--- config.mk ---
export PLATFORM = sky130hd
export DESIGN_NAME = async_rx_lsr
export DESIGN_NICKNAME = d
export VERILOG_FILES = /design/src/rtl/arx_pkg.sv /design/src/rtl/arx_sync.sv /design/src/rtl/arx_low_timer.sv /design/src/rtl/arx_frame_fsm.sv /design/src/rtl/arx_status.sv /design/src/rtl/async_rx_lsr.sv
export SDC_FILE = /design/constraint.sdc
export NUM_CORES = 1
export LEC_CHECK = 0
export BUFFER_PORTS_ARGS = -buffer_cell sky130_fd_sc_hd__buf_2
export CORE_MARGIN = 5
export CORE_UTILIZATION = 64
export DETAILED_ROUTE_END_ITERATION = 8
export GPL_TIMING_DRIVEN = 0
export PLACE_DENSITY = 0.94
export SLEW_MARGIN = 5
export SYNTH_ARGS = -nofsm -noshare
export SYNTH_HDL_FRONTEND = slang
export SYNTH_SLANG_ARGS = --single-unit
--- constraint.sdc ---
create_clock -name clk -period 2.6 [get_ports clk]
set_input_delay 0 -clock clk [delete_from_list [all_inputs] [get_ports clk]]
set_output_delay 0 -clock clk [all_outputs]
set_load 0.02 [all_outputs]
--- src/rtl/arx_pkg.sv ---
package arx_pkg;
  localparam int BYTE_W = 8;

  typedef enum logic [2:0] {
    RX_IDLE,
    RX_START,
    RX_DATA,
    RX_PAR,
    RX_STOP,
    RX_STOPLOW,
    RX_BRKWAIT
  } rx_state_e;

  typedef struct packed {
    logic bi;
    logic fe;
    logic pe;
    logic oe;
    logic dr;
  } lsr_t;
endpackage

--- src/rtl/arx_sync.sv ---
module arx_sync #(
  parameter int STAGES = 2
) (
  input  logic clk,
  input  logic rst_n,
  input  logic d,
  output logic q
);
  logic [STAGES-1:0] sh;

  always_ff @(posedge clk or negedge rst_n) begin
    if (!rst_n) sh <= '1;
    else        sh <= {sh[STAGES-2:0], d};
  end

  assign q = sh[STAGES-1];
endmodule

--- src/rtl/arx_low_timer.sv ---
// Counts consecutive low ticks and flags a full-frame low run.
module arx_low_timer #(
  parameter int OVS   = 16,
  parameter int LOW_W = 8
) (
  input  logic       clk,
  input  logic       rst_n,
  input  logic       tick,
  input  logic       line_s,
  input  logic [1:0] cfg_wlen,
  input  logic       cfg_par_en,
  input  logic       cfg_stop2,
  output logic       brk_hit
);
  logic [LOW_W-1:0] cnt, cnt_n;
  logic [3:0]       frame_bits;
  logic [LOW_W-1:0] frame_ticks;

  // start + 5 base data + 1 stop = 7, plus the variable parts
  assign frame_bits  = 4'd7 + {2'b00, cfg_wlen} + {3'b000, cfg_par_en} + {3'b000, cfg_stop2};
  assign frame_ticks = LOW_W'(frame_bits) * LOW_W'(OVS);

  always_comb begin
    cnt_n = cnt;
    if (tick) begin
      if (line_s)          cnt_n = '0;
      else if (cnt != '1)  cnt_n = cnt + LOW_W'(1);
    end
  end

  always_ff @(posedge clk or negedge rst_n) begin
    if (!rst_n) cnt <= '0;
    else        cnt <= cnt_n;
  end

  assign brk_hit = (cnt >= frame_ticks);
endmodule

--- src/rtl/arx_frame_fsm.sv ---
module arx_frame_fsm
  import arx_pkg::*;
#(
  parameter int OVS = 16
) (
  input  logic              clk,
  input  logic              rst_n,
  input  logic              tick,
  input  logic              line_s,
  input  logic [1:0]        cfg_wlen,
  input  logic              cfg_par_en,
  input  logic              cfg_par_even,
  input  logic              cfg_par_stick,
  input  logic              brk_hit,
  output logic              char_valid,
  output logic [BYTE_W-1:0] char_data,
  output logic              char_pe,
  output logic              char_fe,
  output logic              char_bi
);
  localparam int TCNT_W = $clog2(OVS);
  localparam logic [TCNT_W-1:0] T_FULL = TCNT_W'(OVS - 1);
  localparam logic [TCNT_W-1:0] T_HALF = TCNT_W'(OVS / 2 - 1);

  rx_state_e         state, state_n;
  logic [TCNT_W-1:0] tcnt, tcnt_n;
  logic [2:0]        bidx, bidx_n;
  logic [BYTE_W-1:0] sh, sh_n;
  logic              par_q, par_n;
  logic              cv_n, cpe_n, cfe_n, cbi_n;
  logic [BYTE_W-1:0] cd_n;

  logic [2:0]        last_idx;
  logic [BYTE_W-1:0] data_just;
  logic              perr;

  assign last_idx  = 3'd4 + {1'b0, cfg_wlen};
  // bits enter at the MSB; shift down by 8 - width
  assign data_just = sh >> (2'd3 - cfg_wlen);
  // normal parity compares the total count, fixed parity the bit itself
  assign perr = cfg_par_en &
                (cfg_par_stick ? (par_q ^ ~cfg_par_even)
                               : (^data_just ^ par_q ^ ~cfg_par_even));

  always_comb begin
    state_n = state;
    tcnt_n  = tcnt;
    bidx_n  = bidx;
    sh_n    = sh;
    par_n   = par_q;
    cv_n    = 1'b0;
    cd_n    = char_data;
    cpe_n   = char_pe;
    cfe_n   = char_fe;
    cbi_n   = char_bi;
    if (tick) begin
      unique case (state)
        RX_IDLE: begin
          if (!line_s) begin
            state_n = RX_START;
            tcnt_n  = '0;
          end
        end
        RX_START: begin  // mid-start recheck rejects glitches
          if (tcnt == T_HALF) begin
            tcnt_n  = '0;
            bidx_n  = '0;
            state_n = line_s ? RX_IDLE : RX_DATA;
          end else begin
            tcnt_n = tcnt + TCNT_W'(1);
          end
        end
        RX_DATA: begin
          if (tcnt == T_FULL) begin
            tcnt_n = '0;
            sh_n   = {line_s, sh[BYTE_W-1:1]};
            if (bidx == last_idx) state_n = cfg_par_en ? RX_PAR : RX_STOP;
            else                  bidx_n  = bidx + 3'd1;
          end else begin
            tcnt_n = tcnt + TCNT_W'(1);
          end
        end
        RX_PAR: begin
          if (tcnt == T_FULL) begin
            tcnt_n  = '0;
            par_n   = line_s;
            state_n = RX_STOP;
          end else begin
            tcnt_n = tcnt + TCNT_W'(1);
          end
        end
        RX_STOP: begin  // only this first stop sample is judged
          if (tcnt == T_FULL) begin
            tcnt_n = '0;
            if (line_s) begin
              cv_n    = 1'b1;
              cd_n    = data_just;
              cpe_n   = perr;
              cfe_n   = 1'b0;
              cbi_n   = 1'b0;
              state_n = RX_IDLE;
            end else begin
              state_n = RX_STOPLOW;
            end
          end else begin
            tcnt_n = tcnt + TCNT_W'(1);
          end
        end
        RX_STOPLOW: begin
          if (line_s) begin
            cv_n    = 1'b1;
            cd_n    = data_just;
            cpe_n   = perr;
            cfe_n   = 1'b1;
            cbi_n   = 1'b0;
            state_n = RX_IDLE;
          end else if (brk_hit) begin
            cv_n    = 1'b1;
            cd_n    = '0;
            cpe_n   = 1'b0;
            cfe_n   = 1'b1;
            cbi_n   = 1'b1;
            state_n = RX_BRKWAIT;
          end
        end
        RX_BRKWAIT: begin
          if (line_s) state_n = RX_IDLE;
        end
        default: state_n = RX_IDLE;
      endcase
    end
  end

  always_ff @(posedge clk or negedge rst_n) begin
    if (!rst_n) begin
      state      <= RX_IDLE;
      tcnt       <= '0;
      bidx       <= '0;
      sh         <= '0;
      par_q      <= 1'b0;
      char_valid <= 1'b0;
      char_data  <= '0;
      char_pe    <= 1'b0;
      char_fe    <= 1'b0;
      char_bi    <= 1'b0;
    end else begin
      state      <= state_n;
      tcnt       <= tcnt_n;
      bidx       <= bidx_n;
      sh         <= sh_n;
      par_q      <= par_n;
      char_valid <= cv_n;
      char_data  <= cd_n;
      char_pe    <= cpe_n;
      char_fe    <= cfe_n;
      char_bi    <= cbi_n;
    end
  end
endmodule

--- src/rtl/arx_status.sv ---
module arx_status
  import arx_pkg::*;
(
  input  logic              clk,
  input  logic              rst_n,
  input  logic              char_valid,
  input  logic [BYTE_W-1:0] char_data,
  input  logic              char_pe,
  input  logic              char_fe,
  input  logic              char_bi,
  input  logic              rd_data,
  input  logic              rd_status,
  output logic [BYTE_W-1:0] rx_data,
  output logic [7:0]        status
);
  lsr_t              st, st_n;
  logic [BYTE_W-1:0] data_q, data_n;

  always_comb begin
    data_n = char_valid ? char_data : data_q;
    // a read clears, a new character in the same cycle wins
    st_n.dr = (st.dr & ~rd_data) | char_valid;
    st_n.oe = (st.oe & ~rd_status) | (char_valid & st.dr & ~rd_data);
    st_n.pe = (st.pe & ~rd_status) | (char_valid & char_pe);
    st_n.fe = (st.fe & ~rd_status) | (char_valid & char_fe);
    st_n.bi = (st.bi & ~rd_status) | (char_valid & char_bi);
  end

  always_ff @(posedge clk or negedge rst_n) begin
    if (!rst_n) begin
      st     <= '0;
      data_q <= '0;
    end else begin
      st     <= st_n;
      data_q <= data_n;
    end
  end

  assign rx_data = data_q;
  assign status  = {3'b000, st};
endmodule

--- src/rtl/async_rx_lsr.sv ---
module async_rx_lsr #(
  parameter int OVS         = 16,
  parameter int SYNC_STAGES = 2
) (
  input  logic       clk,
  input  logic       rst_n,
  input  logic       rx_line,
  input  logic       tick16,
  input  logic [1:0] cfg_wlen,
  input  logic       cfg_par_en,
  input  logic       cfg_par_even,
  input  logic       cfg_par_stick,
  input  logic       cfg_stop2,
  input  logic       rd_data,
  input  logic       rd_status,
  output logic [7:0] rx_data,
  output logic [7:0] status
);
  localparam int MAX_BITS = 12;
  localparam int LOW_W    = $clog2(MAX_BITS * OVS + 1);

  logic [1:0] rst_pipe;
  logic       rst_i_n;
  logic       line_s;
  logic       brk_hit;
  logic       char_valid;
  logic [7:0] char_data;
  logic       char_pe, char_fe, char_bi;

  always_ff @(posedge clk or negedge rst_n) begin
    if (!rst_n) rst_pipe <= 2'b00;
    else        rst_pipe <= {rst_pipe[0], 1'b1};
  end
  assign rst_i_n = rst_pipe[1];

  arx_sync #(.STAGES(SYNC_STAGES)) u_sync (
    .clk(clk), .rst_n(rst_i_n), .d(rx_line), .q(line_s)
  );

  arx_low_timer #(.OVS(OVS), .LOW_W(LOW_W)) u_low (
    .clk(clk), .rst_n(rst_i_n), .tick(tick16), .line_s(line_s),
    .cfg_wlen(cfg_wlen), .cfg_par_en(cfg_par_en), .cfg_stop2(cfg_stop2),
    .brk_hit(brk_hit)
  );

  arx_frame_fsm #(.OVS(OVS)) u_fsm (
    .clk(clk), .rst_n(rst_i_n), .tick(tick16), .line_s(line_s),
    .cfg_wlen(cfg_wlen), .cfg_par_en(cfg_par_en), .cfg_par_even(cfg_par_even),
    .cfg_par_stick(cfg_par_stick), .brk_hit(brk_hit),
    .char_valid(char_valid), .char_data(char_data),
    .char_pe(char_pe), .char_fe(char_fe), .char_bi(char_bi)
  );

  arx_status u_stat (
    .clk(clk), .rst_n(rst_i_n), .char_valid(char_valid), .char_data(char_data),
    .char_pe(char_pe), .char_fe(char_fe), .char_bi(char_bi),
    .rd_data(rd_data), .rd_status(rd_status),
    .rx_data(rx_data), .status(status)
  );
endmodule

# After elaboration in Yosys (flattened, before gate mapping)
# Index checks and enable logic that the tools add are counted.
# Widths: inputs -> output; s select.
[classes]
add_sub_neg = 8
n_lt_le_gt_ge = 1
n_eq_ne = 20
shifts = 1
muxes = 47
bitwise = 22
reduce_logical = 14
[ops]
columns = ["cell", "count"]
rows = [
  ["$mux 8", 6],
  ["$mux 3", 14],
  ["$pmux 3 s7", 1],
  ["$pmux 8 s2", 1],
  ["$mux 1", 15],
  ["$mux 4", 3],
  ["$pmux 4 s3", 1],
  ["$and 1x1->1", 11],
  ["$ne 2x1->1 const B", 5],
  ["$reduce_and 5->1", 2],
  ["$eq 3x3->1 const B", 3],
  ["$reduce_and 3->1", 3],
  ["$reduce_and 9->1", 1],
  ["$add 4x1->4", 2],
  ["$add 8x1->8 const B", 1],
  ["$ge 8x8->1", 1],
  ["$ne 2x2->1 const B", 4],
  ["$ne 8x8->1 const B", 1],
  ["$pmux 1 s2", 4],
  ["$reduce_xor 8->1", 1],
  ["$shr 8x2->8", 1],
  ["$eq 3x2->1 const B", 2],
  ["$pmux 3 s2", 1],
  ["$reduce_bool 2->1", 3],
  ["other kinds (18)", 26],
]
[totals]
ff_bits = 56
in_bits = 12
output_inout_bits = 16
elab_cells = 132

# Logic depth before layout (Yosys ltp)
# Gate-level depths: netlist (run 1).
[logic_depth]
depth_word = 10
depth_mapped = 15
depth_no_buf = 14

# Modules after synthesis
# From an unflattened synthesis (run 1), not the netlist that was laid out.
[hier_totals]
cells_unflattened = 307
area_unflattened_um2 = 3174.3
[by_module_without_submodules]
columns = ["module", "instances", "cells_each", "area_per_inst_um2", "seq_area_each_um2"]
rows = [
  ["arx_frame_fsm", 1, 198, 1898.1, 775.7],
  ["arx_low_timer", 1, 71, 641.9, 200.2],
  ["arx_status", 1, 33, 528.0, 325.3],
  ["async_rx_lsr", 1, 3, 53.8, 50.0],
  ["arx_sync", 1, 2, 52.6, 52.6],
]

# Worst setup path before layout (run 1)
# OpenSTA, ideal clock, no wires.
[synth_timing]
kind = "input to register"
start = "input cfg_wlen[0]"
end = "register u_fsm.state[0]"
setup_time_ps = 128
t_arrival_ps = 2505
t_required_ps = 2472
slack_ps = -33
path_stages = 13
n_path_buf = 0
cell_sequence = "inv_2 > ha_1 > inv_1 > ha_1 > inv_1 > fa_1 > xnor2_1 > ha_1 > or3b_1 > o221ai_1 > nand3_1 > and4_1 > mux2_1"
[synth_between]
elab_chain_cells = 6
word_cells_on_any_way = 9
classes_between = "4 x add/sub; 1 x order compare; 3 x eq/ne; 1 x reduce/logical"
[synth_lines]
columns = ["item", "line", "rtl"]
rows = [
  ["start, declared", "async_rx_lsr.sv:9", "input logic [1:0] cfg_wlen,"],
  ["$add 3x2->4", "arx_low_timer.sv:20", "assign frame_bits = 4'd7 + {2'b00, cfg_wlen} + {3'b000, cfg_par_en} + {3'b000, cfg_stop2};"],
  ["$add 4x1->4 (2 in series)", "arx_low_timer.sv:20", ""],
  ["$ge 8x8->1", "arx_low_timer.sv:36", "assign brk_hit = (cnt >= frame_ticks);"],
  ["$ne 3x3->1 (no line)", "-", ""],
  ["$reduce_and 9->1 (no line) *", "-", ""],
  ["end signal, assigned", "arx_frame_fsm.sv:147", "state <= state_n;"],
  ["end, declared", "arx_frame_fsm.sv:25", "rx_state_e state, state_n;"],
]
# Every way passes the cells marked *; elsewhere a longest branch is shown, timed or not.
# A chain may end at the register's enable or synchronous reset.

# Final worst setup path (run 1)
[layout_timing]
start = "input cfg_wlen[0]"
end = "register u_fsm.char_data[1]"
[layout_between]
elab_chain_cells = 6
word_cells_on_any_way = 12
classes_between = "4 x add/sub; 1 x order compare; 1 x eq/ne; 1 x shift; 4 x mux; 1 x reduce/logical"
[layout_lines]
columns = ["item", "line", "rtl"]
rows = [
  ["$add 3x2->4", "arx_low_timer.sv:20", ""],
  ["$add 4x1->4 (2 in series)", "arx_low_timer.sv:20", ""],
  ["$ge 8x8->1", "arx_low_timer.sv:36", ""],
  ["$ne 3x3->1 (no line)", "-", ""],
  ["$reduce_and 5->1 (no line)", "-", ""],
  ["end signal, assigned", "arx_frame_fsm.sv:153", "char_data <= cd_n;"],
  ["end, declared", "arx_frame_fsm.sv:16", "output logic [BYTE_W-1:0] char_data,"],
]
# Several ways; a longest one is shown, not always the timed one. The select of a mux whose other input is x is not followed.

==> results.cfg, run 1 <==
[status]
status = completed

[grt]
grt_max_degree = 32
first_global_vias = 2303
grtUsageTotal = 0.215
grt_pass1_wl_mm = 10.7
antenna_found_initial = 0
grt_overflow = 0

[die]
die_y_um = 79.7
ios = 28
core_area_sq_um = 4720
die_x_um = 79.7
fp-row-count = 25
start_util = 0.659
dieArea_sq_um = 6360

[placed_design]
port_buffers = 24
placed_area_sq_um = 3350
gp_congestion = 0.848
detailed_place_hpwl_mm = 4.51

[yosys]
synth_area_per_cell_sq_um = 10.3
syn_inst = 303
ys_types = 57
synthFlopType = dfrtp_1
synth_edf_count = 0
yosys_warnings = 0
synth-seq-cells = 56
ys_seq_area_frac = 0.451
synthArstFlopShare = 1.00
syn-cell-area_sq_um = 3110

[layout]
drive_gt1_frac = 0.266
diodes = 0
stdcell_area_sq_um = 3590
post-route-util = 0.761
nets = 369
area_growth_pct = 15.4

[cts]
clk-insertion-delay-late_ps = 310
cts_sinks = 56
cts_tree = yes
clkTransAtPathRegs_ps = 100
htreeDepth = 2
numCtsBuffers = 5
cts_max_path_buffers = 2
root_buffer = clkbuf_8

[routing]
first_pass_iters = 6
post_drt_wl_per_cell_um = 16.5
wl_mm = 6.79
post-route-drc-count = 0
vias = 2358
viasPerCell = 5.71
drtAntennaViolNets = 0
dr.first_iter.drc_count = 170

[sta]
timing.fmax_mhz = 389
holdWs_ps = 42.4
fin_crit_ps = 2570
hold_viol = 0
clock_skew_ps = 5.01
tightest_slew_ps = 616
setup_viol = 0
maxSlewViolCount = 0
finalCritPeriodShare = 0.990
relSlewSlack = 0.587

[job]
maxCapViolations = 0

[min_path]
hp-class = input port to register
min_path_cells = 3
hp-start = tick16
hold_end = u_low.cnt[1]

[pwr]
peakVddDrop_v = 0.000435
power.internal_mw = 1.49
p_sw_uw = 816
p_sw_frac = 0.353
combPwrFrac = 0.323
pwr-share-clk = 0.209
pwr-share-seq = 0.467
powerDensity_nw_per_um2 = 642
p_leak_nw = 1.71

[critical_path]
max_stage_delay_ps = 430
rr_startpoint = u_low.cnt[4]
setup.worst_path.start = cfg_wlen[0]
crit_path_start_kind = input port
cp_data_arrival_time_ps = 2760
crit_fanout = 9
crit_type = input port to register
path_buf_inv = 5
crit_slowest_cell = or3b_4
reg2reg_to = u_fsm.char_data[4]
rrSetupSlack_ps = 250
crit_path_end_kind = register
r2r_cells = 8
required_ps = 2780
critPathTopFamily = adder cells
crit_chain = buf_4 -> inv_6 -> ha_1 -> inv_1 -> ha_2 -> inv_1 -> fa_1 -> xnor2_1 -> ha_2 -> or3b_4 -> o221ai_4 -> a21oi_2 -> o21ai_4 -> buf_4 -> o31ai_1
[metal layers]
layer / track usage / vias to the layer above / routed length [um]
li1: - / 1136 / -
met1: 0.263 / 1145 / 2840
met2: 0.382 / 67 / 3550
met3: 0.0429 / 10 / 314
met4: 0.0625 / 0 / 89
met5: 0 / - / 0
[tightest hold or removal path, cell delays in order]
cell and delay [ps]:
buf_2 120, o41ai_2 100, o21ai_0 100
[power by group through the flow]
stage                     logic, mW  registers [mW]  clock network (mW)
after global routing          0.820            1.10               0.534
final                         0.746            1.08               0.483
after CTS                     0.701            1.08               0.485
after detailed placement      0.677            1.10                   0
after floorplan               0.500            1.10                   0
after global placement        0.632            1.09                   0
[flip-flops by register name, indices dropped and copies added, names as in the netlist, 2 cells and up]
register and count:
u_fsm.state 3, rst_pipe 2, u_fsm.sh 8, u_fsm.tcnt 4
u_fsm.char_data 8, u_sync.sh 2, u_low.cnt 8, u_stat.status 5
u_fsm.bidx 3, u_stat.rx_data 8
[final cells by class]
class	instances	area, sq um
Inverter	16	65.1
Buffer	20	126
Timing Repair Buffer	33	216
Tap cell	67	83.8
Clock buffer	5	68.8
Clock inverter	3	23.8
Multi-Input combinational cell	213	1600
Fill cell	311	1130
Sequential cell	56	1410
[stage by stage]
step	total power [mW]	cells	worst slack, ps	TNS [ps]
after floorplan	1.60	305	17.0	0
after global placement	1.72	396	-289	-3620
after detailed placement	1.77	397	-443	-5590
after CTS	2.26	409	13.1	0
after global routing	2.45	413	-52.7	-430
final	2.31	413	26.5	0
[layout by cell type (no fill, tap or decap), drive strengths merged, types with 2 or more instances in the layout]
cell type / Yosys / final
o21ai: 20 / 20
a31oi: 4 / 4
conb: 2 / 4
xnor2: 10 / 10
a22o: 3 / 3
nor2b: 4 / 4
o21a: 2 / 2
nand3: 8 / 8
o31ai: 7 / 7
dfstp: 2 / 2
nand4: 3 / 3
buf: 16 / 45
a21oi: 15 / 15
dfrtp: 54 / 54
or2: 3 / 3
ha: 11 / 11
and3: 2 / 2
mux2: 21 / 21
inv: 16 / 16
nor3: 5 / 5
clkbuf: 4 / 9
nand2b: 7 / 7
dlygate4sd3: 0 / 4
o41ai: 2 / 2
nand3b: 4 / 4
clkinvlp: 0 / 2
nand2: 26 / 26
nor2: 17 / 17
a32o: 2 / 2
or3b: 3 / 3
xor2: 5 / 5
a21o: 3 / 3
mux2i: 6 / 6
[Yosys cell counts (4+ instances only)]
master	n	area [sq um]
a21oi_1	15	75.1
a31oi_1	4	25.0
buf_2	9	45.0
dfrtp_1	54	1350
ha_1	11	138
inv_1	15	56.3
mux2_2	20	225
mux2i_1	4	40.0
nand2_1	26	97.6
nand2b_1	7	43.8
nand3_1	8	40.0
nand3b_1	4	30.0
nor2_1	17	63.8
nor2b_1	4	25.0
nor3_1	5	25.0
o21ai_0	17	85.1
o31ai_1	7	52.6
xnor2_1	10	87.6
xor2_1	5	43.8
[worst max-delay path by stage]
| stage | to | slack [ps] | cells past startpoint |
|---|---|---|---|
| global route | u_fsm.char_fe | -50 | 16 |
| finish | u_fsm.char_data[1] | 30 | 15 |
| floorplan | u_fsm.state[0] | 20 | 13 |
| detailed placement | u_fsm.char_data[4] | -440 | 16 |
| global placement | u_fsm.char_data[4] | -290 | 16 |
| CTS | u_fsm.state[0] | 10 | 14 |
[kinds of logic (layout without fill, tap and decap cells)]
logic type,Yosys count,after routing,share of synthesized area
multiplexers,27,27,0.103
buffers and inverters,36,77,0.0559
other,2,4,0.00241
adder cells (fa/ha/maj),12,12,0.0507
flip-flops,56,56,0.451
AO/OA/AOI/OAI,66,66,0.137
XOR/XNOR,16,16,0.0495
AND/OR/NAND/NOR,88,88,0.150
[what timing repair did]
| action | CTS | global route |
|---|---|---|
| pin swaps | 0 | 5 |
| cloned | 0 | 2 |
| buffers inserted | 0 | 2 |
| hold endpoints to repair | 4 | 0 |
| setup endpoints to repair | 13 | 13 |
| resized for setup | 6 | 16 |
| hold buffers | 4 | 0 |
Power figures use the tool's default switching activity.
==> run 2: changes to the inputs <==
Settings changed: PLACE_DENSITY 0.94 to 0.92.
==> run 2 against run 1 <==
First-iteration DRC count fell by 8.2%. Critical path depth fell by 1. Register-to-register slack better by 110 ps. Clock skew grew 2.0 ps. Largest cell class unchanged. Routed wire length down 7.6%. Flip-flop and latch count did not move. Core utilization down 0.45 points. Cell area is 0.59% lower. Worst setup slack gained 92 ps. Combinational power shrank 0.7%.
==> results.cfg, run 2 (synthesis results as in run 1) <==
[die]
start_util = 0.659
die_y_um = 79.7
ios = 28
core_area_sq_um = 4720
fp-row-count = 25
dieArea_sq_um = 6360
die_x_um = 79.7

[critical_path]
cp_data_arrival_time_ps = 2690
crit_path_start_kind = input port
required_ps = 2800
crit_path_end_kind = register
crit_type = input port to register
crit_fanout = 9
rrSetupSlack_ps = 360

[routing]
viasPerCell = 5.67
vias = 2355
drtAntennaViolNets = 0
first_pass_iters = 5
post_drt_wl_per_cell_um = 15.1
wl_mm = 6.28
post-route-drc-count = 0
dr.first_iter.drc_count = 156

[pwr]
combPwrFrac = 0.321
pwr-share-seq = 0.464
p_sw_uw = 787
p_sw_frac = 0.341
pwr-share-clk = 0.215
p_leak_nw = 1.71
peakVddDrop_v = 0.000432
power.internal_mw = 1.52
powerDensity_nw_per_um2 = 646

[sta]
fin_crit_ps = 2480
hold_viol = 0
rsz0062_at_grt = false
finalCritPeriodShare = 0.954
tightest_slew_ps = 597
relSlewSlack = 0.602
setup_viol = 0
maxSlewViolCount = 0
clock_skew_ps = 6.97
timing.fmax_mhz = 403
fin_ws_ps = 119

[layout]
post-route-util = 0.756
diodes = 0
layout_common_cells = 53 x dfrtp_1, 31 x buf_2, 26 x nand2_1
drive_gt1_frac = 0.259
final_common_cell = dfrtp_1
area_growth_pct = 14.8
nets = 371

[placed_design]
detailed_place_hpwl_mm = 4.30
port_buffers = 24
dp_worst_setup_slack_ps = -381
gp_congestion = 0.831

[grt]
grt_overflow = 0
grt_pass1_wl_mm = 10.5
antenna_found_initial = 0
grtUsageTotal = 0.210
grt_max_degree = 30
first_global_vias = 2308

[cts]
clk-insertion-delay-late_ps = 310
root_buffer = clkbuf_8
htreeDepth = 2
cts_sinks = 56
cts_max_path_buffers = 2
clkTransAtPathRegs_ps = 90
numCtsBuffers = 5
cts_tree = yes

[job]
maxCapViolations = 0

[status]
status = completed

[min_path]
hp-class = input port to register
-- run 2: changes by cell type in the layout (fill, tap and decap cells not counted), sizes merged --
| cell | delta |
|---|---|
| clkbuf | +2 |
| clkinv | -1 |
| clkinvlp | -1 |
| buf | +2 |
-- run 2: stage by stage --
step,area [sq um],std cells,setup TNS [ps],hold WS (ps),power (mW)
after global routing,3570,415,0,68.8,2.45
after detailed placement,3350,397,-4940,-213,1.76
after global placement,3330,396,-3600,-215,1.72
after floorplan,3120,305,0,-296,1.60
after CTS,3490,409,0,36.0,2.27
final,3570,415,0,41.2,2.31
-- run 2: path summary, 6_finish.rpt --
kind / startpoint / to / cells past startpoint
max: cfg_wlen[0] / u_fsm.state[0] / 14
min: cfg_par_stick / u_fsm.char_pe / 4
max reg2reg: u_low.cnt[4] / u_fsm.char_data[4] / 9
min reg2reg: rst_pipe[1] / u_low.cnt[1] / 0
max in group asynchronous: rst_pipe[1] / u_stat.status[3] / 1
min in group asynchronous: rst_pipe[1] / u_low.cnt[1] / 0
-- run 2: per-layer routing --
metal  routed length [um]  part of all wire  up-vias  GRT usage
li1                     -                 -     1146          -
met4                   97             0.015        0     0.0743
met1                 2700              0.43     1112      0.256
met2                 3110              0.50       88      0.366
met3                  373             0.059        9     0.0440
met5                    0                 0        -          0
-- run 2: what timing repair did --
action | CTS | global route
pin swaps | 0 | 4
resized for setup | 3 | 13
hold buffers | 4 | 0
setup endpoints to repair | 12 | 13
buffers inserted | 0 | 4
cloned | 0 | 2
hold endpoints to repair | 4 | 0
-- run 2: area by class of cell --
cell class	count	area (sq um)
buffer	20	126
clock buffer	7	86.3
clock inverter	1	7.51
fill	320	1150
inverter	16	62.6
multi-input combinational	213	1570
sequential	56	1410
tap	67	83.8
timing repair buffer	35	229
-- run 2: worst max-delay path: stages --
cell and delay [ps]:
buf_2 120, inv_4 70, ha_1 290, inv_1 60, ha_1 150, inv_1 60, fa_2 350, xnor2_1 140
ha_2 200, or3b_1 380, o221ai_2 180, nand3_1 120, and4_4 230, mux2_1 300
-- run 2: power by group through the flow --
stage	clock (mW)	combinational (mW)	sequential [mW]
floorplan	0	0.500	1.10
global placement	0	0.634	1.09
detailed placement	0	0.671	1.09
CTS	0.508	0.693	1.07
global route	0.543	0.814	1.09
finish	0.495	0.741	1.07
